File: src/rtl/luma_noise_estimator.sv
module luma_noise_estimator #(
  parameter int YW = 8,
  parameter int HW = 11,
  parameter int VW = 10,
  parameter int CW = 16,
  parameter int FW = 4,
  parameter int GW = 4
) (
  input  logic          clk,
  input  logic          rst_n,
  input  logic          fsync,
  input  logic          lsync,
  input  logic          pix_vld,
  input  logic [YW-1:0] pix_y,
  input  logic [HW-1:0] win_h0,
  input  logic [HW-1:0] win_h1,
  input  logic [VW-1:0] win_v0,
  input  logic [VW-1:0] win_v1,
  input  logic [GW-1:0] up_gain,
  input  logic [CW-1:0] wanted,
  input  logic [YW-1:0] det_lo,
  input  logic [YW-1:0] det_hi,
  input  logic [YW+1:0] grey_lo,
  input  logic [YW+1:0] grey_hi,
  input  logic [CW-1:0] grey_min,
  output logic [FW-1:0] noise_fig,
  output logic [CW-1:0] detail_cnt,
  output logic [CW-1:0] grey_cnt
);

  localparam int SW = YW + 2;
  localparam int PW = FW + GW;
  localparam logic [FW-1:0] NF_MAX = '1;
  localparam logic [CW-1:0] C_MAX = '1;
  localparam logic [HW-1:0] H_MAX = '1;

  logic          lact;
  logic [VW-1:0] vcnt;
  logic [HW-1:0] hcnt, wpos;
  logic [YW-1:0] prev;
  logic [SW-1:0] acc_sad, acc_sum;
  logic [CW-1:0] cur_g, cur_a, blw_g, blw_a, grey_live, det_live;
  logic [FW-1:0] nf;

  function automatic logic [CW-1:0] sat_inc(input logic [CW-1:0] x, input logic en);
    return (en && x != C_MAX) ? x + 1'b1 : x;
  endfunction

  function automatic logic [SW-1:0] upper_of(input logic [FW-1:0] k, input logic [GW-1:0] g);
    logic [PW-1:0] prod;
    prod = PW'(k) * PW'(g);
    return SW'(k) + SW'(1) + SW'(prod >> 2);
  endfunction

  wire in_h  = hcnt >= win_h0 && hcnt <= win_h1;
  wire in_v  = vcnt >= win_v0 && vcnt <= win_v1;
  wire inwin = lact && pix_vld && in_h && in_v;

  wire [YW-1:0] dif = (pix_y >= prev) ? pix_y - prev : prev - pix_y;
  wire          past_first = |wpos[HW-1:2];
  wire          det_hit = inwin && past_first && dif >= det_lo && dif <= det_hi;

  wire [SW-1:0] sad_tot = acc_sad + SW'(dif);
  wire [SW-1:0] sum_tot = acc_sum + SW'(pix_y);
  wire          blk_done = inwin && past_first && wpos[1:0] == 2'd3;

  wire [FW-1:0] nf_blw = nf - 1'b1;
  wire          blw_ok = nf != '0;
  wire          is_grey = sum_tot >= grey_lo && sum_tot <= grey_hi;
  wire          hit_cur = blk_done && sad_tot >= SW'(nf) && sad_tot <= upper_of(nf, up_gain);
  wire          hit_blw = blk_done && blw_ok && sad_tot >= SW'(nf_blw) && sad_tot <= upper_of(nf_blw, up_gain);

  wire          grey_mode = grey_live >= grey_min;
  wire [CW-1:0] use_cur = grey_mode ? cur_g : cur_a;
  wire [CW-1:0] use_blw = grey_mode ? blw_g : blw_a;

  logic [FW-1:0] nf_next;
  always_comb begin
    nf_next = nf;
    if (blw_ok && use_blw >= wanted)        nf_next = nf - 1'b1;
    else if (use_cur < wanted && nf != NF_MAX) nf_next = nf + 1'b1;
  end

  always_ff @(posedge clk or negedge rst_n) begin
    if (!rst_n) begin
      lact <= 1'b0;
      vcnt <= '0;
      hcnt <= '0;
      wpos <= '0;
      prev <= '0;
      acc_sad <= '0;
      acc_sum <= '0;
      cur_g <= '0;
      cur_a <= '0;
      blw_g <= '0;
      blw_a <= '0;
      grey_live <= '0;
      det_live <= '0;
      nf <= '0;
      detail_cnt <= '0;
      grey_cnt <= '0;
    end else if (fsync) begin
      lact <= 1'b0;
      vcnt <= '0;
      hcnt <= '0;
      wpos <= '0;
      prev <= '0;
      cur_g <= '0;
      cur_a <= '0;
      blw_g <= '0;
      blw_a <= '0;
      grey_live <= '0;
      det_live <= '0;
      nf <= nf_next;
      detail_cnt <= det_live;
      grey_cnt <= grey_live;
    end else if (lsync) begin
      lact <= 1'b1;
      vcnt <= lact ? vcnt + 1'b1 : '0;
      hcnt <= '0;
      wpos <= '0;
      prev <= '0;
    end else if (pix_vld) begin
      hcnt <= (hcnt == H_MAX) ? hcnt : hcnt + 1'b1;
      prev <= pix_y;
      if (inwin) begin
        wpos <= (wpos == H_MAX) ? wpos : wpos + 1'b1;
        acc_sad <= (wpos[1:0] == 2'd0) ? SW'(dif) : sad_tot;
        acc_sum <= (wpos[1:0] == 2'd0) ? SW'(pix_y) : sum_tot;
        det_live <= sat_inc(det_live, det_hit);
        cur_a <= sat_inc(cur_a, hit_cur);
        cur_g <= sat_inc(cur_g, hit_cur && is_grey);
        blw_a <= sat_inc(blw_a, hit_blw);
        blw_g <= sat_inc(blw_g, hit_blw && is_grey);
        grey_live <= sat_inc(grey_live, blk_done && is_grey);
      end
    end
  end

  assign noise_fig = nf;

  a_r5_single_step: assert property (@(posedge clk) disable iff (!rst_n)
    fsync |=> (noise_fig == $past(noise_fig)) || (noise_fig == $past(noise_fig) + 1'b1) ||
              (noise_fig == $past(noise_fig) - 1'b1));

  a_r6_no_wrap_up: assert property (@(posedge clk) disable iff (!rst_n)
    fsync && noise_fig == NF_MAX |=> noise_fig != '0);

  a_r6_no_wrap_down: assert property (@(posedge clk) disable iff (!rst_n)
    fsync && noise_fig == '0 |=> noise_fig != NF_MAX);

  a_r8_hold_outputs: assert property (@(posedge clk) disable iff (!rst_n)
    !fsync |=> $stable(noise_fig) && $stable(detail_cnt) && $stable(grey_cnt));

  a_r8_clear_counters: assert property (@(posedge clk) disable iff (!rst_n)
    fsync |=> det_live == '0 && grey_live == '0 && cur_a == '0 && blw_a == '0);

  a_r7_detail_saturates: assert property (@(posedge clk) disable iff (!rst_n)
    det_live == C_MAX && !fsync |=> det_live == C_MAX);

  a_r3_below_only_above_zero: assert property (@(posedge clk) disable iff (!rst_n)
    noise_fig == '0 && !fsync |=> blw_a == $past(blw_a));

endmodule

File: config.mk
export PLATFORM = sky130hd
export DESIGN_NAME = luma_noise_estimator
export DESIGN_NICKNAME = d
export VERILOG_FILES = /design/src/rtl/luma_noise_estimator.sv
export SDC_FILE = /design/constraint.sdc
export NUM_CORES = 1
export LEC_CHECK = 0
export BUFFER_PORTS_ARGS = -buffer_cell sky130_fd_sc_hd__buf_2
export CAP_MARGIN = 20
export CORE_ASPECT_RATIO = 1.1
export CORE_UTILIZATION = 50
export CTS_BUF_LIST = sky130_fd_sc_hd__clkbuf_2
export CTS_CLUSTER_SIZE = 12
export DETAILED_ROUTE_END_ITERATION = 12
export GPL_TIMING_DRIVEN = 0
export MAX_ROUTING_LAYER = met4
export PLACE_DENSITY = 0.78
export SLEW_MARGIN = 20
export SYNTH_ARGS = -nofsm -noshare
export SYNTH_HDL_FRONTEND = slang
export SYNTH_SLANG_ARGS = --single-unit
File: constraint.sdc
create_clock -name clk -period 6.98 [get_ports clk]
set_input_delay 1.396 -clock clk [delete_from_list [all_inputs] [get_ports clk]]
set_output_delay 1.396 -clock clk [all_outputs]
set_load 0.02 [all_outputs]
==> metrics list <==
- Final antenna-violating net count: 0
* Max-slew headroom at the worst pin: around half
- Post-layout nets: roughly 2400
- In this run the worst setup path terminates at cur_g[10]$_DFFE_PN0P_.
- Clock Pin Slew Worst Setup and Hold Paths: approximately 0.34 ns
- Post-CTS Hold Buffers: 0
* Critical path startpoint category: primary input
- Before CTS, the worst setup slack after placement is -1.13 ns.
* Port-buffer cells: approximately 160
- For the final database, setup skew stands at ~0.08 ns.
- After detailed routing, the number of remaining DRC violations is 0.
* Crit path arrival time: around 7.5 ns
* Yosys synthesis warning count: 0
* Startpoint of the lowest-slack register-to-register path: noise_fig[0]$_DFFE_PN0P_
- Synth Cell Area: about 0.016 mm²
- In this run the standard cell core region covers 0.0316 mm².
* RSZ-0062 raised after global routing: false
* Overflow left after global routing: 0
- Setup slack on the worst flop-to-flop path: around 0.50 ns
- Overall track demand over capacity in global routing: ~26%
* Global-route track usage on met2: between 40% and 50%
- Layout Area Growth over Synthesis: 11.2%
* Insertion delay to the later sink of the worst-skew pair: between 0.8 and 0.9 ns
- Post-route worst setup slack: ~0.25 ns
* Most used flip-flop cell after synthesis: sky130_fd_sc_hd__dfrtp_1
* Starting utilization of the core area: 51.0%
- Setup violations remaining at the end of the flow were counted as 0.
- Standby leakage power: ~9 nW
* Initial antenna violation count: 1
* Sequential area share after synthesis: between 20% and 30%
- The H-tree was split into 4 levels.
- Worst vdd ir: between 0.3 and 0.4 mV
- Global-route wire length before repair: around 68000 µm
- Number of global-route vias before repair: around 14000
* Post-layout total power: 4.10 mW
- Along the worst path, the maximum fanout reaches 10.
- Post-layout min period: 6.73 ns
- Launching element of the worst setup path: pix_y[0]
* Chip width: 173 µm
- Pwr Density: about 230 mW/mm²
- Slew @ Worst Pin: 0.777 ns
- Area enclosed by the die boundary: ~0.033 mm²
- The initialized floorplan defines around 70 standard-cell rows.
- In this run, distinct cell masters in the synthesized netlist total 73.
- Detail-routed via count per cell: between 5 and 6
- Via total after detailed routing: approximately 14000
- TritonCTS built the clock tree.
- Adding up every negative setup slack in the final design gives 0 ns.
- The path class of the tightest hold or removal check is in2async.
- Counting flops with an async set or reset pin after synthesis yields a share of between 90% and 100%.
* Kind of end point of the critical path: flip-flop
* Count of final max-slew check failures: 0
- Logic depth of the worst register-to-register path: 24
* Capture point of the worst reg-to-reg path: blw_g[9]$_DFFE_PN0P_
- Measured along the y axis, the die boundary spans 190 µm.
- Once layout is complete, the cells apart from fillers number 2470.
- Peak-usage layer in the global routing report: met2
- The cell count after synthesis came out at ~1800.
* Pin count of the biggest net entering global routing: 93
* Clock sinks: just under 200
- about 160 I/O pins were placed.
- No sink is reached through more buffers than the 2 on the longest clock path.
- For this block, the initial DRC count from the detailed router was 871.
* Inserted Clock Buffers: 17
- Met1 GRT Util: 31.4%
- Clock tree synthesis selected as its root buffer the cell sky130_fd_sc_hd__clkbuf_2.
- Cells after DPL: ~2400
- Per-cell routed wire length: 16.4 µm
- Of the cells placed in the final design, the portion with a size suffix greater than 1 is ~15%.
- Met3 Use GR: just over 3%
- CP required: between 7 and 8 ns
- Achievable Freq: 0.149 GHz
- DPL Wire Length: 31900 µm
- The final hold violation count was 0.
- Net count of the mapped netlist: around 2200
- The first detailed-routing pass took 5 iterations.
- Worst Path Class, Setup: in2reg
- Number of enable flip-flop cells after synthesis: 0
- Synthesized area per cell: 8.71 µm²
- Routability-driven placement finished with a final weighted congestion of approximately 0.9.
- DRT Wirelength: just over 40000 µm
* Max Cap Violations: 0
- The flow ran to the end, and the final reports show no timing, DRC or antenna violations.
- The synthesized design contains between 150 and 200 register bits.
- Crit share post-route: between 90% and 100%
## worst max-delay path: stages
cell and delay [ns]:
sky130_fd_sc_hd__buf_2 0.13, sky130_fd_sc_hd__inv_1 0.06, sky130_fd_sc_hd__ha_1 0.14, sky130_fd_sc_hd__inv_1 0.06, sky130_fd_sc_hd__fa_1 0.38, sky130_fd_sc_hd__a21o_1 0.23, sky130_fd_sc_hd__a2111o_1 0.44, sky130_fd_sc_hd__and3_1 0.21
sky130_fd_sc_hd__nor2_4 0.26, sky130_fd_sc_hd__mux2i_4 0.33, sky130_fd_sc_hd__xor2_2 0.30, sky130_fd_sc_hd__ha_1 0.35, sky130_fd_sc_hd__a21o_1 0.21, sky130_fd_sc_hd__o21bai_1 0.23, sky130_fd_sc_hd__xnor2_2 0.23, sky130_fd_sc_hd__inv_1 0.13
sky130_fd_sc_hd__ha_1 0.33, sky130_fd_sc_hd__o21a_1 0.11, sky130_fd_sc_hd__o31ai_1 0.06, sky130_fd_sc_hd__a21oi_1 0.18, sky130_fd_sc_hd__a311o_1 0.29, sky130_fd_sc_hd__or4_1 0.52, sky130_fd_sc_hd__buf_2 0.19, sky130_fd_sc_hd__buf_6 0.16
sky130_fd_sc_hd__nor4_2 0.19, sky130_fd_sc_hd__mux2_1 0.35
## cells in the mapped netlist, types with 29 or more instances
master,number,area [µm²]
sky130_fd_sc_hd__ha_1,221,2770
sky130_fd_sc_hd__inv_1,203,762
sky130_fd_sc_hd__dfrtp_1,193,4830
sky130_fd_sc_hd__nor2_1,128,480
sky130_fd_sc_hd__a21oi_1,127,636
sky130_fd_sc_hd__nand2_1,124,465
sky130_fd_sc_hd__o21ai_0,94,470
sky130_fd_sc_hd__mux2_2,61,687
sky130_fd_sc_hd__nand3_1,61,305
sky130_fd_sc_hd__clkbuf_1,54,203
sky130_fd_sc_hd__xnor2_1,53,464
sky130_fd_sc_hd__nand4_1,36,225
sky130_fd_sc_hd__mux2i_1,33,330
sky130_fd_sc_hd__or3_1,32,200
sky130_fd_sc_hd__or4_1,32,240
sky130_fd_sc_hd__o31ai_1,30,225
sky130_fd_sc_hd__nor3_1,29,145
## worst min path at each step
| stage | end | slack [ns] | cells after the start |
|---|---|---|---|
| 6_report | prev[5]$_DFFE_PN0P_ | 0.28 | 1 |
| 5_1_grt | prev[5]$_DFFE_PN0P_ | 0.23 | 1 |
| 4_1_cts | prev[5]$_DFFE_PN0P_ | 0.25 | 1 |
| 3_5_place_dp | acc_sum[7]$_DFFE_PN0P_ | 0.48 | 2 |
| 3_3_place_gp | acc_sum[0]$_DFFE_PN0P_ | 0.47 | 2 |
| 2_1_floorplan | acc_sum[2]$_DFFE_PN0P_ | 0.45 | 1 |
## placed cells by master (no fill, tap or decap), drive strengths merged, types with 10 or more instances in the layout
cell,instances
a211oi,13
clkbuf,72
mux2,67
a21o,28
fa,14
or3,32
xor2,17
buf,178
nand4,36
a21oi,127
nor2,129
o211ai,10
and3,21
o21ai,105
mux2i,33
nor4,22
nand2,124
nand3,62
a31oi,11
o21a,15
o31ai,30
ha,221
inv,209
xnor2,53
or4,32
nand2b,17
nor3,29
dfrtp,193
and2,19
nor2b,23
## metrics by stage
step	util [%]	cell area (µm²)	hold WS, ns
2_1_floorplan	-	16100	0.454
3_3_place_gp	55.3	17400	0.470
3_5_place_dp	55.5	17500	0.481
4_1_cts	56.3	17800	0.255
5_1_grt	56.7	17900	0.228
6_report	56.7	17900	0.276
## power breakdown
group	internal, mW	switching (mW)
registers	1.14	0.0327
logic	1.04	1.31
clock network	0.146	0.441
## area by class of cell
class	count	area [µm²]
well taps	420	526
plain buffers	63	253
repair buffers	169	913
diodes	1	2.50
inverters	203	762
clock buffers	18	90.1
clock inverters	14	151
flip-flops and latches	193	4830
fillers	2809	13700
multi-input cells	1389	10400
## per-layer routing
metal	vias to the layer above	wire length (µm)
met5	-	0
met4	0	1020
met3	80	1820
met2	425	20000
met1	6864	17600
li1	6977	-
## registers in the layout, summed over array words and instances, names as in the netlist, 11 cells and up
signal and count:
hcnt 11, det_live 16, blw_a 16, blw_g 16, cur_g 16, cur_a 16, detail_cnt 16, wpos 11
grey_cnt 16, grey_live 16
## cells by family after synthesis
family / after synthesis / synth area share [%]
compound gates: 407 / 15.8
xor+xnor: 70 / 3.81
fa+ha+maj: 235 / 18.9
buf+inv: 266 / 6.26
flops: 193 / 30.0
mux: 100 / 6.74
simple gates: 577 / 18.5
## timing repair
action,4_1_cts,5_1_grt
setup buffers,0,5
gates cloned,0,0
pin swaps,0,3
resized for setup,6,24
endpoints found under the setup margin,24,58
Note: power is estimated with default switching activity, not from simulation.
